--- src/rtl/bce_pkg.sv ---
package bce_pkg;

   localparam int CT_W = 4;

   typedef enum logic [CT_W-1:0] {
      CT_NEVER      = 4'd0,
      CT_ALWAYS     = 4'd1,
      CT_PRED       = 4'd2,
      CT_NPRED      = 4'd3,
      CT_LEND       = 4'd4,
      CT_NLEND      = 4'd5,
      CT_PRED_OR_LE = 4'd6,
      CT_NP_AND_NLE = 4'd7,
      CT_LOCK       = 4'd8,
      CT_LOCK_CMP   = 4'd9,
      CT_RSV_A      = 4'd10,
      CT_RSV_B      = 4'd11,
      CT_RSV_C      = 4'd12,
      CT_RSV_D      = 4'd13,
      CT_NP_OR_LE   = 4'd14,
      CT_P_AND_NLE  = 4'd15
   } cond_type_e;

   typedef struct packed {
      logic taken;
      logic is_static;
      logic illegal;
   } cond_res_t;

endpackage

--- src/rtl/bce_loop_end.sv ---
module bce_loop_end #(
   parameter int LCNT_W = 32,
   parameter int ECNT_W = 32
) (
   input  logic [LCNT_W-1:0] loop_cnt,
   input  logic [ECNT_W-1:0] epi_cnt,
   input  logic              lc_valid,
   output logic              loop_end
);
   localparam logic [LCNT_W-1:0] LAST_LIMIT = LCNT_W'(2);

   logic epi_done;
   logic last_iter;

   always_comb begin
      epi_done  = (epi_cnt == '0);
      last_iter = (loop_cnt < LAST_LIMIT) && lc_valid;
      loop_end  = epi_done && last_iter;
   end
endmodule

--- src/rtl/bce_cond_decode.sv ---
module bce_cond_decode
   import bce_pkg::*;
(
   input  logic [CT_W-1:0] ctype,
   input  logic            pred,
   input  logic            loop_end,
   output cond_res_t       res
);
   cond_type_e ct;

   always_comb begin
      ct  = cond_type_e'(ctype);
      res = '0;
      unique case (ct)
         CT_NEVER:      res.taken = 1'b0;
         CT_ALWAYS:     begin res.taken = 1'b1; res.is_static = 1'b1; end
         CT_PRED:       res.taken = pred;
         CT_NPRED:      res.taken = ~pred;
         CT_LEND:       res.taken = loop_end;
         CT_NLEND:      res.taken = ~loop_end;
         CT_PRED_OR_LE: res.taken = pred | loop_end;
         CT_NP_AND_NLE: res.taken = ~pred & ~loop_end;
         CT_NP_OR_LE:   res.taken = ~pred | loop_end;
         CT_P_AND_NLE:  res.taken = pred & ~loop_end;
         CT_LOCK,
         CT_LOCK_CMP:   res.taken = 1'b0;
         CT_RSV_A,
         CT_RSV_B,
         CT_RSV_C,
         CT_RSV_D:      res.illegal = 1'b1;
         default:       res = '0;
      endcase
   end
endmodule

--- src/rtl/bce_tgt_sel.sv ---
module bce_tgt_sel #(
   parameter int SEL_W  = 2,
   parameter int REG_W  = 64,
   parameter int ADDR_W = 48
) (
   input  logic [SEL_W-1:0]                 tsel,
   input  logic [((1<<SEL_W)-1)*REG_W-1:0]  tgt_regs,
   output logic [ADDR_W-1:0]                addr
);
   localparam int NUM_TGT = (1 << SEL_W) - 1;

   logic [ADDR_W-1:0] masked [NUM_TGT];

   for (genvar i = 0; i < NUM_TGT; i++) begin : g_slot
      logic              hit;
      logic [REG_W-1:0]  word;
      assign hit  = (tsel == SEL_W'(i + 1));
      assign word = tgt_regs[i*REG_W +: REG_W];
      if (ADDR_W == REG_W) begin : g_full
         assign masked[i] = hit ? word : '0;
      end else begin : g_trunc
         assign masked[i] = hit ? word[ADDR_W-1:0] : '0;
      end
   end

   always_comb begin
      addr = '0;
      for (int i = 0; i < NUM_TGT; i++) begin
         addr = addr | masked[i];
      end
   end
endmodule

--- src/rtl/branch_cond_eval.sv ---
module branch_cond_eval
   import bce_pkg::*;
#(
   parameter int PSRC_W = 5,
   parameter int SEL_W  = 2,
   parameter int LCNT_W = 32,
   parameter int ECNT_W = 32,
   parameter int REG_W  = 64,
   parameter int ADDR_W = 48,
   localparam int NUM_TGT = (1 << SEL_W) - 1
) (
   input  logic                      clk,
   input  logic                      rst_n,
   input  logic                      in_valid,
   input  logic [PSRC_W-1:0]         psrc_in,
   input  logic [CT_W-1:0]           ctype_in,
   input  logic [SEL_W-1:0]          tsel_in,
   input  logic                      pred_val,
   input  logic [LCNT_W-1:0]         loop_cnt,
   input  logic [ECNT_W-1:0]         epi_cnt,
   input  logic                      lc_valid,
   input  logic [NUM_TGT*REG_W-1:0]  tgt_regs,
   output logic [PSRC_W-1:0]         pred_idx,
   output logic                      out_valid,
   output logic                      taken,
   output logic                      is_static,
   output logic                      illegal,
   output logic [ADDR_W-1:0]         tgt_addr
);
   if (ADDR_W > REG_W) begin : g_chk_addr
      $error("ADDR_W must not exceed REG_W");
   end
   if (SEL_W < 1) begin : g_chk_sel
      $error("SEL_W must be at least 1");
   end
   if (LCNT_W < 2) begin : g_chk_lcnt
      $error("LCNT_W must be at least 2");
   end

   logic              loop_end;
   cond_res_t         res;
   logic [ADDR_W-1:0] addr_nxt;

   assign pred_idx = psrc_in;

   bce_loop_end #(.LCNT_W(LCNT_W), .ECNT_W(ECNT_W)) u_lend (
      .loop_cnt (loop_cnt),
      .epi_cnt  (epi_cnt),
      .lc_valid (lc_valid),
      .loop_end (loop_end)
   );

   bce_cond_decode u_dec (
      .ctype    (ctype_in),
      .pred     (pred_val),
      .loop_end (loop_end),
      .res      (res)
   );

   bce_tgt_sel #(.SEL_W(SEL_W), .REG_W(REG_W), .ADDR_W(ADDR_W)) u_tsel (
      .tsel     (tsel_in),
      .tgt_regs (tgt_regs),
      .addr     (addr_nxt)
   );

   always_ff @(posedge clk or negedge rst_n) begin
      if (!rst_n) begin
         out_valid <= 1'b0;
         taken     <= 1'b0;
         is_static <= 1'b0;
         illegal   <= 1'b0;
         tgt_addr  <= '0;
      end else begin
         out_valid <= in_valid;
         if (in_valid) begin
            taken     <= res.taken;
            is_static <= res.is_static;
            illegal   <= res.illegal;
            tgt_addr  <= addr_nxt;
         end
      end
   end
endmodule

--- config.mk ---
export PLATFORM = sky130hd
export DESIGN_NAME = branch_cond_eval
export DESIGN_NICKNAME = d
export VERILOG_FILES = /design/src/rtl/bce_pkg.sv /design/src/rtl/bce_loop_end.sv /design/src/rtl/bce_cond_decode.sv /design/src/rtl/bce_tgt_sel.sv /design/src/rtl/branch_cond_eval.sv
export SDC_FILE = /design/constraint.sdc
export NUM_CORES = 1
export LEC_CHECK = 0
export BUFFER_PORTS_ARGS = -buffer_cell sky130_fd_sc_hd__buf_2
export CORE_AREA = 2 2 129 131
export CTS_CLUSTER_SIZE = 12
export DETAILED_ROUTE_END_ITERATION = 10
export DIE_AREA = 0 0 131 133
export PLACE_DENSITY = 0.51
export SETUP_SLACK_MARGIN = 0.3
export SYNTH_ARGS = -nofsm -noshare
export SYNTH_HDL_FRONTEND = slang
export SYNTH_HIERARCHICAL = 1
export SYNTH_SLANG_ARGS = --single-unit
--- constraint.sdc ---
create_clock -name clk -period 1.3 [get_ports clk]
set_input_delay 0.13 -clock clk [delete_from_list [all_inputs] [get_ports clk]]
set_output_delay 0.13 -clock clk [all_outputs]
set_load 0.005 [all_outputs]
* After elaboration in Yosys (flattened, before gate mapping) *
Index checks and enable logic that the tools add are counted.

storage, ports and cells
  register bits = 52
  logic and storage cells = 40

operators by class
  $lt $le $gt $ge = 1
  eq/ne operators = 16
  multiplexer cells = 6
  bitwise gates (word level) = 8
  reduce and logical (&&, ||, !) cells = 4

operator list
  operator                                                               count
  48-bit 2-to-1 mux                                                      3
  48-bit OR                                                              2
  32-bit logical NOT                                                     1
  32-bit by 2-bit < comparator with 1-bit output, second input constant  1
  4-bit == test, second input constant                                   6
  4-bit by 3-bit == test with 1-bit output, second input constant        4
  1-bit case mux with 9 select lines                                     1
  4-bit by 2-bit == test with 1-bit output, second input constant        2
  2-bit == test, second input constant                                   2
  4-bit by 1-bit == test with 1-bit output, second input constant        1
  4-bit OR reduction                                                     1
  1-bit AND                                                              2
  2-bit by 1-bit == test with 1-bit output, second input constant        1
  1-bit logical AND                                                      2
  1-bit 2-to-1 mux                                                       2
  1-bit inverter                                                         2
  1-bit OR                                                               2

* Longest topological paths before layout *
Gate-level depths: netlist of the first run.

  word-level depth = 6
  mapped depth = 7

* Hierarchy *
The synthesis of the first run kept the hierarchy.

modules (own cells, without submodules)
  module            instances  cells each  area each (um^2)
  branch_cond_eval  1          114         2212.1
  bce_tgt_sel       1          112         1136.1
  bce_loop_end      1          21          165.2
  bce_cond_decode   1          11          82.6

* Least setup slack after synthesis of the first run *
Ideal clock, no wire load.

  path type = in2reg
  from = input port epi_cnt[10]
  to = register taken
  setup time = 0.125 ns
  arrival time = 1.455 ns
  setup slack = -0.280 ns
  stages = 7
  buffers on the path = 0
  path through = nor4_2 > nand4_1 > nor4_2 > a22oi_2 > xnor2_1 > o221ai_1 > mux2_4

RTL lines
  item                  line                    source
  start, declared       branch_cond_eval.sv:20  input logic [ECNT_W-1:0] epi_cnt,
  end signal, assigned  branch_cond_eval.sv:76  taken <= res.taken;
  end, declared         branch_cond_eval.sv:25  output logic taken,

==> results by group, run 1 <==
STA
  – Worst slew slack as a fraction of its limit: 0.660
  – Worst setup margin: -0.248 ns
  – Peak Freq: 0.646 GHz
  – Fin crit period: 1.55 ns
  – Final setup fails: 1
  – Tightest Pin Transition: 0.509 ns
  – Worst Skew: 0 ns
  – Final worst path period share: 1.19
  – Slew Viols, Final: 0
  – RSZ-0062 raised after global routing: yes
  – Sum Neg Setup Slack: -0.248 ns
  – Hold Fails Final Rpt: 0

Worst setup path
  – Data required time of the worst path: 1.49 ns
  – Worst Reg-to-Reg Cells: 2
  – CP peak stage delay: 0.30 ns
  – Critical R2R Launch: is_static
  – Startpoint class of the critical path: primary input
  – CP arrival: 1.73 ns
  – Worst-path cell chain: buf_6 -> nor4_4 -> nand4_1 -> nor4_2 -> buf_4 -> a22oi_2 -> xnor2_1 -> o221ai_1 -> mux2_4
  – Crit Path Max Fanout: 3
  – Worst r2r dst: is_static
  – Critical path class: in2reg
  – CP Capture Type: flop
  – R2R Setup Slk: 0.40 ns
  – Worst path slowest cell: nor4_2

Floorplanning
  – I/O Pins: 329
  – Die Wd: 131 um
  – Die area: 17,400 um^2
  – Core area: 16,200 um^2
  – Die H: 133 um
  – FP Rows: 47
  – Initial Util: 0.222

Route
  – Post-Route WL: 12,500 um
  – DR WL/cell: 16.5 um
  – Post-route DRC: 0
  – Drt via density: 4.32
  – Final ANT Viol Nets: 0
  – DRT iter0 DRCs: 51
  – Drt pass-1 iters: 6
  – Overall via count from detail_route: 3,276

Power and ir drop
  – Switching Fraction: 0.264
  – Psw: 1360 uW
  – Int Pwr: 3800 uW
  – Comb power frac: 0.324
  – PD cells: 886 nW/um^2
  – Tot Pwr: 5160 uW
  – Clock power frac: 0.301
  – Sequential fraction of design power: 0.375
  – Worst vdd ir: 0.000440 V
  – Lkg Pwr: 0.00313 uW

Final layout
  – Area of the multi-input gates: 2280 um^2
  – Fillers: 1,615
  – Area Overhead vs Synth: 61.8%
  – Final Util: 0.360
  – Nets@finish: 809
  – Most common cell after layout, fill and taps aside: buf_2
  – Reg area: 1300 um^2
  – Diode count: 0
  – Cell area after layout: 5820 um^2
  – Layout cells sized above 1: 0.773
  – Most frequent cells in the layout: 263 x buf_2, 99 x mux2_4, 52 x dfrtp_1, 48 x a22o_1, 10 x buf_6

Clock tree
  – Clk_lat worst skew: 0.30 ns
  – CTS tree: built
  – Clock sinks: 52
  – CTS clock-pin slew for the worst setup and hold paths: 0.07 ns
  – Root Buffer: clkbuf_16
  – H-tree Lvls: 2
  – CTS max path bufs: 2
  – CTS buffer count: 5

GRT
  – Largest net degree at the start of global routing: 53
  – Vias in the first global route: 3,679
  – Gr usage total: 0.141
  – Initial antenna violation count: 0
  – GRT overflow: 0
  – First-pass GRT wire length: 18,900 um

Place
  – HPWL after DPL: 8310 um
  – PortBufs: 269
  – DP Area: 5270 um^2
  – Gp weighted congestion: 0.798

Outcome
  – Outcome: complete, but fails checks
  – Violated checks: negative setup slack

Synthesis
  – Cell count after synthesis: 258
  – Syn avg cell area: 13.9 um^2
  – Mapped Area: 3600 um^2
  – Library cells used by synthesis: 24
  – Yosys warns: 6
  – Register area share after synthesis: 0.362
  – Synthesized Nets: 530
  – Yosys reg bits: 52

Hold path
  – Hold Path Class: in2reg
  – Hold_sp: tgt_regs[42]
  – Hold path endpoint: tgt_addr[42]
  – Hold depth: 3

Flow run
  – Max-cap violations: 0
[per-layer routing]
layer	wire length [um]	part of all wire	global-route usage
met5	0	0	0
met4	174	0.014	0.0449
met3	834	0.067	0.0344
met2	6370	0.51	0.248
met1	5120	0.41	0.167
[state kept, by name, indices dropped and copies added (netlist names)]
signal / count
out_valid: 1
illegal: 1
tgt_addr: 48
taken: 1
is_static: 1
[cell type report]
class                           instances  share of cell area
Inverter                                1            0.000645
Sequential cell                        52               0.224
Clock inverter                          3             0.00731
Multi-Input combinational cell        183               0.391
Clock buffer                            5              0.0215
Timing Repair Buffer                  294               0.308
Tap cell                              220              0.0473
[cell families (layout without fill, tap and decap cells)]
logic type,count (synthesis),after routing,synth area share
compound gates,51,51,0.125
xor+xnor,2,2,0.00487
buf+inv,27,303,0.0685
flops,52,52,0.362
mux,99,99,0.383
simple gates,27,31,0.0564
[power by group through the flow]
stage                     logic (uW)  clock network [uW]  registers (uW)
after floorplan                  852                   0            1970
after global placement          1510                   0            1950
after detailed placement        1530                   0            1960
after CTS                       1690                1620            1930
after global routing            1800                1690            1960
final                           1670                1550            1930
[critical path: cells and delay by family]
| kind | cells | cell delay [ns] |
|---|---|---|
| compound gates | 2 | 0.18 |
| xor+xnor | 1 | 0.15 |
| buf+inv | 2 | 0.26 |
| mux | 1 | 0.28 |
| simple gates | 3 | 0.74 |
[cell usage after synthesis (all sizes together)]
master   count  area share
clkbuf       2      0.0021
mux2        99        0.38
xnor2        1      0.0024
a22oi        1      0.0035
nand4b       1      0.0024
nor2b        2      0.0035
buf         24       0.065
nand4        4      0.0070
inv          1      0.0010
nor4b        1      0.0024
dfrtp       52        0.36
nor4        17       0.038
xor2         1      0.0024
nand2        1      0.0010
o221ai       1      0.0024
o2111ai      1      0.0024
and2         1      0.0017
a22o        48        0.12
[worst max path at each step]
| stage | start | endpoint | slack [ns] |
|---|---|---|---|
| detailed placement | epi_cnt[11] | taken | -0.58 |
| floorplan | epi_cnt[6] | taken | -0.28 |
| global route | epi_cnt[12] | taken | -0.33 |
| finish | epi_cnt[12] | taken | -0.25 |
| global placement | epi_cnt[11] | taken | -0.48 |
| CTS | epi_cnt[13] | taken | -0.23 |
[metrics by stage]
| step | hold slack (ns) | setup slack, ns | cells |
|---|---|---|---|
| global placement | 0.149 | -0.476 | 732 |
| floorplan | -0.166 | -0.277 | 258 |
| CTS | 0.162 | -0.228 | 756 |
| detailed placement | 0.154 | -0.580 | 732 |
| global route | 0.169 | -0.332 | 758 |
| finish | 0.174 | -0.248 | 758 |
[repair_timing]
item	CTS	global route
gates resized for setup	34	2
buffers inserted	7	2
pin swaps	6	2
gates cloned	8	0
endpoints found under the setup margin	49	50
hold buffers	1	0
endpoints found under the hold margin	52	0
No activity file was read; power rests on OpenSTA's default activity.
==> inputs of run 2 (changes only) <==
- CORE_AREA: 2 2 129 131 -> 3 3 127 129
- DIE_AREA: 0 0 131 133 -> 0 0 130 132
- PLACE_DENSITY: 0.51 -> 0.53
==> run 2 against run 1 <==
Compared with the run above: the flow still finishes with violations (negative setup slack); first-iteration DRC count fell by 18%; via count increased by 1.5%; critical endpoint unchanged; combinational power barely moved; clock power shrank 12%; largest power group unchanged; core utilization grew 1.9 points; die area shrank 1.5%; worst hold slack gained 0.013 ns; sequential power hardly changed; power is 3.9% lower; global-route usage down 0.15 points.
==> results by group, run 2 (same netlist as run 1, synthesis figures left out) <==
Outcome
  – Outcome: complete, but fails checks
  – Violated checks: negative setup slack

Route
  – DRT iter0 DRCs: 42 (-18%)
  – Drt via density: 4.59 (+6.3%)
  – Final ANT Viol Nets: 0 (unchanged)
  – Drt pass-1 iters: 4 (-2)
  – Post-route DRC: 0 (unchanged)
  – Post-Route WL: 12,300 um (-1.2%)
  – DR WL/cell: 17.0 um (+3.4%)
  – Overall via count from detail_route: 3,326 (+1.5%)

Floorplanning
  – Initial Util: 0.237 (+0.0151)
  – Core area: 15,100 um^2 (-6.3%)
  – Die H: 132 um (-0.75%)
  – I/O Pins: 329 (unchanged)
  – FP Rows: 45 (-4.3%)
  – Die area: 17,200 um^2 (-1.5%)
  – Die Wd: 130 um (-0.76%)

Worst setup path
  – Worst-path cell chain: buf_2 -> nor4_1 -> nand4_1 -> nor4_2 -> buf_4 -> a22oi_2 -> xnor2_1 -> o221ai_1 -> mux2_4
  – Worst Reg-to-Reg Cells: 2 (unchanged)
  – Worst path slowest cell: nor4_1
  – Data required time of the worst path: 1.48 ns (about the same)
  – Startpoint class of the critical path: primary input
  – Critical path class: in2reg
  – CP peak stage delay: 0.28 ns (-0.02 ns)
  – CP Capture Type: flop
  – CP startpoint: loop_cnt[24]
  – Crit Path Max Fanout: 3 (unchanged)
  – CP arrival: 1.71 ns (-0.02 ns)
  – Critical R2R Launch: tgt_addr[42]

STA
  – Worst slew slack as a fraction of its limit: 0.687 (+0.0269)
  – Final worst path period share: 1.17 (-0.0174)
  – Tightest Pin Transition: 0.469 ns (-0.0403 ns)
  – Final setup fails: 1 (unchanged)
  – Worst Skew: 0 ns (unchanged)
  – RSZ-0062 raised after global routing: yes
  – Fin crit period: 1.53 ns (-0.0227 ns)
  – Worst setup margin: -0.225 ns (+0.0227 ns)
  – Hold Fails Final Rpt: 0 (unchanged)
  – Worst hold slack: 0.187 ns (+0.0127 ns)
  – Slew Viols, Final: 0 (unchanged)
  – Peak Freq: 0.656 GHz (+1.5%)

Final layout
  – Layout cells sized above 1: 0.772 (-0.000846)
  – Layout Cells excl Fill: 724 (-4.5%)
  – Top reg by flops: tgt_addr
  – Most common cell after layout, fill and taps aside: buf_2
  – Fillers: 1,482 (-8.2%)
  – Area Overhead vs Synth: 59.3%
  – Most frequent cells in the layout: 265 x buf_2, 99 x mux2_4, 52 x dfrtp_1, 48 x a22o_1, 9 x buf_6
  – Largest register FFs: 48 (unchanged)
  – Nets@finish: 807 (-0.25%)
  – Diode count: 0 (unchanged)

Hold path
  – Hold depth: 3 (unchanged)
  – Hold_sp: tgt_regs[2]
  – Hold Path Class: in2reg

GRT
  – First-pass GRT wire length: 18,800 um (-0.69%)
  – Gr usage total: 0.139 (-0.00151)
  – Largest net degree at the start of global routing: 53 (unchanged)
  – Initial antenna violation count: 1 (+1)
  – Vias in the first global route: 3,633 (-1.3%)
  – GRT overflow: 0 (unchanged)

Clock tree
  – CTS buffer count: 5 (unchanged)
  – Clock sinks: 52 (unchanged)
  – Clk_lat worst skew: 0.29 ns (about the same)
  – Root Buffer: clkbuf_16
  – CTS max path bufs: 2 (unchanged)
  – CTS clock-pin slew for the worst setup and hold paths: 0.07 ns (about the same)
  – CTS tree: built
  – H-tree Lvls: 2 (unchanged)

Flow run
  – Max-cap violations: 0 (unchanged)

Power and ir drop
  – Sequential fraction of design power: 0.390 (+0.015)
  – PD cells: 865 nW/um^2 (-2.4%)
  – Psw: 1310 uW (-3.7%)
  – Lkg Pwr: 0.00311 uW (-0.59%)
  – Switching Fraction: 0.264 (+0.000385)
  – Worst vdd ir: 0.000445 V (+1.2%)
  – Comb power frac: 0.335 (+0.011)
  – Clock power frac: 0.275 (-0.026)
  – Int Pwr: 3650 uW (-3.9%)

Place
  – Gp weighted congestion: 0.804 (+0.84%)
  – Placed Cells: 699 (-4.5%)
  – HPWL after DPL: 8790 um (+5.8%)
  – PortBufs: 269 (unchanged)
[run 2: final cells by class]
class / count / area (um^2) / share of cell area
Clock buffer: 6 / 139 / 0.0242
Timing Repair Buffer: 293 / 1780 / 0.310
Clock inverter: 2 / 10.0 / 0.00175
Tap cell: 188 / 235 / 0.0411
Sequential cell: 52 / 1300 / 0.227
Multi-Input combinational cell: 182 / 2260 / 0.395
Inverter: 1 / 3.75 / 0.000655
[run 2: layer usage]
layer,global-route usage,up-vias,share of wire
met5,0,-,0.0011
met1,0.170,1592,0.42
met3,0.0332,20,0.065
met2,0.244,144,0.50
li1,-,1568,-
met4,0.0375,2,0.015
[run 2: timing repair]
action	CTS	global route
gates resized for setup	30	7
pin swaps	14	1
setup endpoints to repair	49	50
hold buffers	1	0
cloned	7	0
hold endpoints to repair	52	0
setup buffers	5	4
[run 2: final timing paths]
kind                                     end  slack [ns]
worst max-delay path                   taken       -0.23
worst max register to register  tgt_addr[42]        0.41
max in group asynchronous       tgt_addr[42]        0.68
worst min-delay path             tgt_addr[2]        0.19
min in group asynchronous       tgt_addr[39]        0.33
worst min register to register  tgt_addr[32]        0.50
[run 2: worst max-delay path: cells and delay by family]
kind                      cells  cell delay (ns)
buffers and inverters         2             0.25
and+or+nand+nor               3             0.70
muxes                         1             0.27
AOI/OAI and AO/OA             2             0.18
xor gates and xnor gates      1             0.16
[run 2: metrics by stage]
step                power, uW  TNS (ns)  utilization  setup WS, ns  area [um^2]
finish                   4960    -0.225        0.378        -0.225         5730
global route             5270    -0.329        0.378        -0.329         5730
CTS                      5040    -0.214        0.374        -0.214         5660
detailed placement       3500    -17.15        0.345        -0.580         5220
global placement         3460    -16.08        0.345        -0.477         5220
floorplan                2820    -0.277            -        -0.277         3810
[run 2: power groups by stage]
| stage | Combinational [uW] | Clock (uW) | Sequential, uW |
|---|---|---|---|
| after floorplan | 852 | 0 | 1970 |
| after global placement | 1500 | 0 | 1960 |
| after detailed placement | 1540 | 0 | 1960 |
| after CTS | 1670 | 1440 | 1940 |
| after global routing | 1800 | 1510 | 1960 |
| final | 1660 | 1360 | 1930 |
==> inputs of run 3 (changes only) <==
- RECOVER_POWER: default -> 25
==> run 3 against run 2 <==
Compared with the run above: the run still ends with negative setup slack left; clock power about the same; flip-flop and latch count unchanged; combinational power about the same; count of clock-buffer cells in the layout unchanged; first-iteration DRC count unchanged; critical path type unchanged.
==> results by group, run 3 (same netlist as run 1, synthesis figures left out) <==
Outcome
  – Outcome: complete, but fails checks
  – Violated checks: negative setup slack

Route
  – DRT iter0 DRCs: 42 (unchanged)
  – Drt via density: 4.60 (about the same)
  – DR WL/cell: 17.0 um (about the same)
  – Post-route DRC: 0 (unchanged)
  – Overall via count from detail_route: 3,329 (+0.090%)
  – Post-Route WL: 12,300 um (about the same)
  – Final ANT Viol Nets: 0 (unchanged)
  – Drt pass-1 iters: 4 (unchanged)

Place
  – Gp weighted congestion: 0.804 (unchanged)
  – DP Area: 5220 um^2 (unchanged)
  – HPWL after DPL: 8790 um (unchanged)
  – PortBufs: 269 (unchanged)
  – Placed Cells: 699 (unchanged)

Final layout
  – Largest register FFs: 48 (unchanged)
  – Most frequent cells in the layout: 265 x buf_2, 99 x mux2_4, 52 x dfrtp_1, 48 x a22o_1, 9 x buf_6
  – Top reg by flops: tgt_addr
  – Most common cell after layout, fill and taps aside: buf_2
  – Cell area after layout: 5720 um^2 (-0.22%)
  – Nets@finish: 807 (unchanged)
  – Layout Cells excl Fill: 724 (unchanged)
  – Diode count: 0 (unchanged)
  – Area Overhead vs Synth: 58.9%
  – Fillers: 1,483 (+0.067%)
  – Layout cells sized above 1: 0.772 (unchanged)

Floorplanning
  – Die Wd: 130 um (unchanged)
  – I/O Pins: 329 (unchanged)
  – Die area: 17,200 um^2 (unchanged)
  – Die H: 132 um (unchanged)
  – FP Rows: 45 (unchanged)
  – Core area: 15,100 um^2 (unchanged)
  – Initial Util: 0.237 (unchanged)

Flow run
  – Max-cap violations: 0 (unchanged)

GRT
  – Routing usage on met3: 0.0332 (unchanged)
  – Met1 usage in global routing: 0.170 (unchanged)
  – Busiest grt layer: met2
  – Initial antenna violation count: 1 (unchanged)
  – Gr usage total: 0.139 (unchanged)
  – Vias in the first global route: 3,633 (unchanged)
  – GRT overflow: 0 (unchanged)
  – First-pass GRT wire length: 18,800 um (unchanged)
  – Largest net degree at the start of global routing: 53 (unchanged)
  – Met2 Use GR: 0.244 (unchanged)

STA
  – Slew Viols, Final: 0 (unchanged)
  – Final setup fails: 1 (unchanged)
  – Worst setup margin: -0.227 ns (-0.00131 ns)
  – Worst slew slack as a fraction of its limit: 0.502 (-0.185)
  – Hold Fails Final Rpt: 0 (unchanged)
  – Tightest Pin Transition: 0.747 ns (+0.278 ns)
  – Worst Skew: 0 ns (unchanged)
  – RSZ-0062 raised after global routing: yes
  – Fin crit period: 1.53 ns (+0.00131 ns)
  – Peak Freq: 0.655 GHz (about the same)
  – Final worst path period share: 1.17 (about the same)

Power and ir drop
  – Comb power frac: 0.334 (about the same)
  – PD cells: 866 nW/um^2 (+0.11%)
  – Int Pwr: 3640 uW (-0.13%)
  – Lkg Pwr: 0.00310 uW (-0.15%)
  – Worst vdd ir: 0.000445 V (about the same)
  – Sequential fraction of design power: 0.391 (about the same)
  – Clock power frac: 0.275 (about the same)
  – Psw: 1310 uW (about the same)
  – Switching Fraction: 0.264 (about the same)

Worst setup path
  – Crit Path Max Fanout: 3 (unchanged)
  – CP Capture Type: flop
  – Worst r2r dst: tgt_addr[42]
  – CP arrival: 1.71 ns (about the same)
  – Critical R2R Launch: tgt_addr[42]
  – R2R Setup Slk: 0.41 ns (about the same)
  – Critical path class: in2reg
  – Worst Reg-to-Reg Cells: 2 (unchanged)
  – Data required time of the worst path: 1.48 ns (about the same)
  – Startpoint class of the critical path: primary input

Clock tree
  – Clock sinks: 52 (unchanged)
  – Root Buffer: clkbuf_16
  – CTS tree: built
  – CTS clock-pin slew for the worst setup and hold paths: 0.07 ns (about the same)
  – H-tree Lvls: 2 (unchanged)
  – Clk_lat worst skew: 0.29 ns (about the same)
  – CTS buffer count: 5 (unchanged)
  – CTS max path bufs: 2 (unchanged)

Hold path
  – Hold depth: 3 (unchanged)
  – Hold Path Class: in2reg
  – Hold path endpoint: tgt_addr[2]
  – Hold_sp: tgt_regs[2]
==> run 3: cell types whose count changed in the layout (fill, tap and decap cells not counted), sizes merged <==
cell	change
buf	-1
clkbuf	+1
==> run 3: worst max-delay path by stage <==
stage | cells after the start | endpoint | startpoint | slack [ns]
final | 9 | taken | loop_cnt[24] | -0.23
after detailed placement | 9 | taken | epi_cnt[25] | -0.58
after CTS | 9 | taken | epi_cnt[7] | -0.21
after floorplan | 7 | taken | epi_cnt[6] | -0.28
after global placement | 9 | taken | epi_cnt[11] | -0.48
after global routing | 9 | taken | epi_cnt[6] | -0.33
==> run 3: metrics by stage <==
| stage | power, uW | worst slack, ns | hold WS [ns] | utilization | setup TNS, ns |
|---|---|---|---|---|---|
| 2_1_floorplan | 2820 | -0.277 | -0.166 | - | -0.277 |
| 3_3_place_gp | 3460 | -0.477 | 0.145 | 0.345 | -16.08 |
| 3_5_place_dp | 3500 | -0.580 | 0.150 | 0.345 | -17.15 |
| 4_1_cts | 5040 | -0.214 | 0.171 | 0.374 | -0.214 |
| 5_1_grt | 5260 | -0.329 | 0.176 | 0.377 | -0.329 |
| 6_report | 4950 | -0.227 | 0.187 | 0.377 | -0.227 |
==> run 3: layer usage <==
metal	up-vias	routed length, um
met2	144	6190
met4	2	182
met1	1594	5150
met3	20	807
met5	-	13
li1	1569	-
==> run 3: power by group through the flow <==
stage	clock (uW)	sequential (uW)	combinational, uW
floorplan	0	1970	852
global placement	0	1960	1500
detailed placement	0	1960	1540
CTS	1440	1940	1670
global route	1510	1960	1790
finish	1360	1930	1650
==> run 3: layout make-up <==
class,instances,area (um^2),share of cell area
clock inverters,2,10.0,0.00175
well taps,188,235,0.0412
inverters,1,3.75,0.000657
multi-input cells,182,2260,0.396
flip-flops and latches,52,1300,0.228
clock buffers,6,139,0.0243
repair buffers,293,1760,0.308
==> run 3: what timing repair did <==
item,4_1_cts,5_1_grt
hold buffers,1,0
buffers inserted,5,4
pin swaps,14,1
endpoints found under the hold margin,52,0
setup endpoints to repair,49,50
gates resized for setup,30,7
cloned,7,0
==> run 3: worst max-delay path: stages <==
cell and delay (ns):
buf_2 0.10, nor4_1 0.28, nand4_1 0.16, nor4_2 0.26, buf_4 0.15, a22oi_2 0.05
xnor2_1 0.16, o221ai_1 0.13, mux2_4 0.27
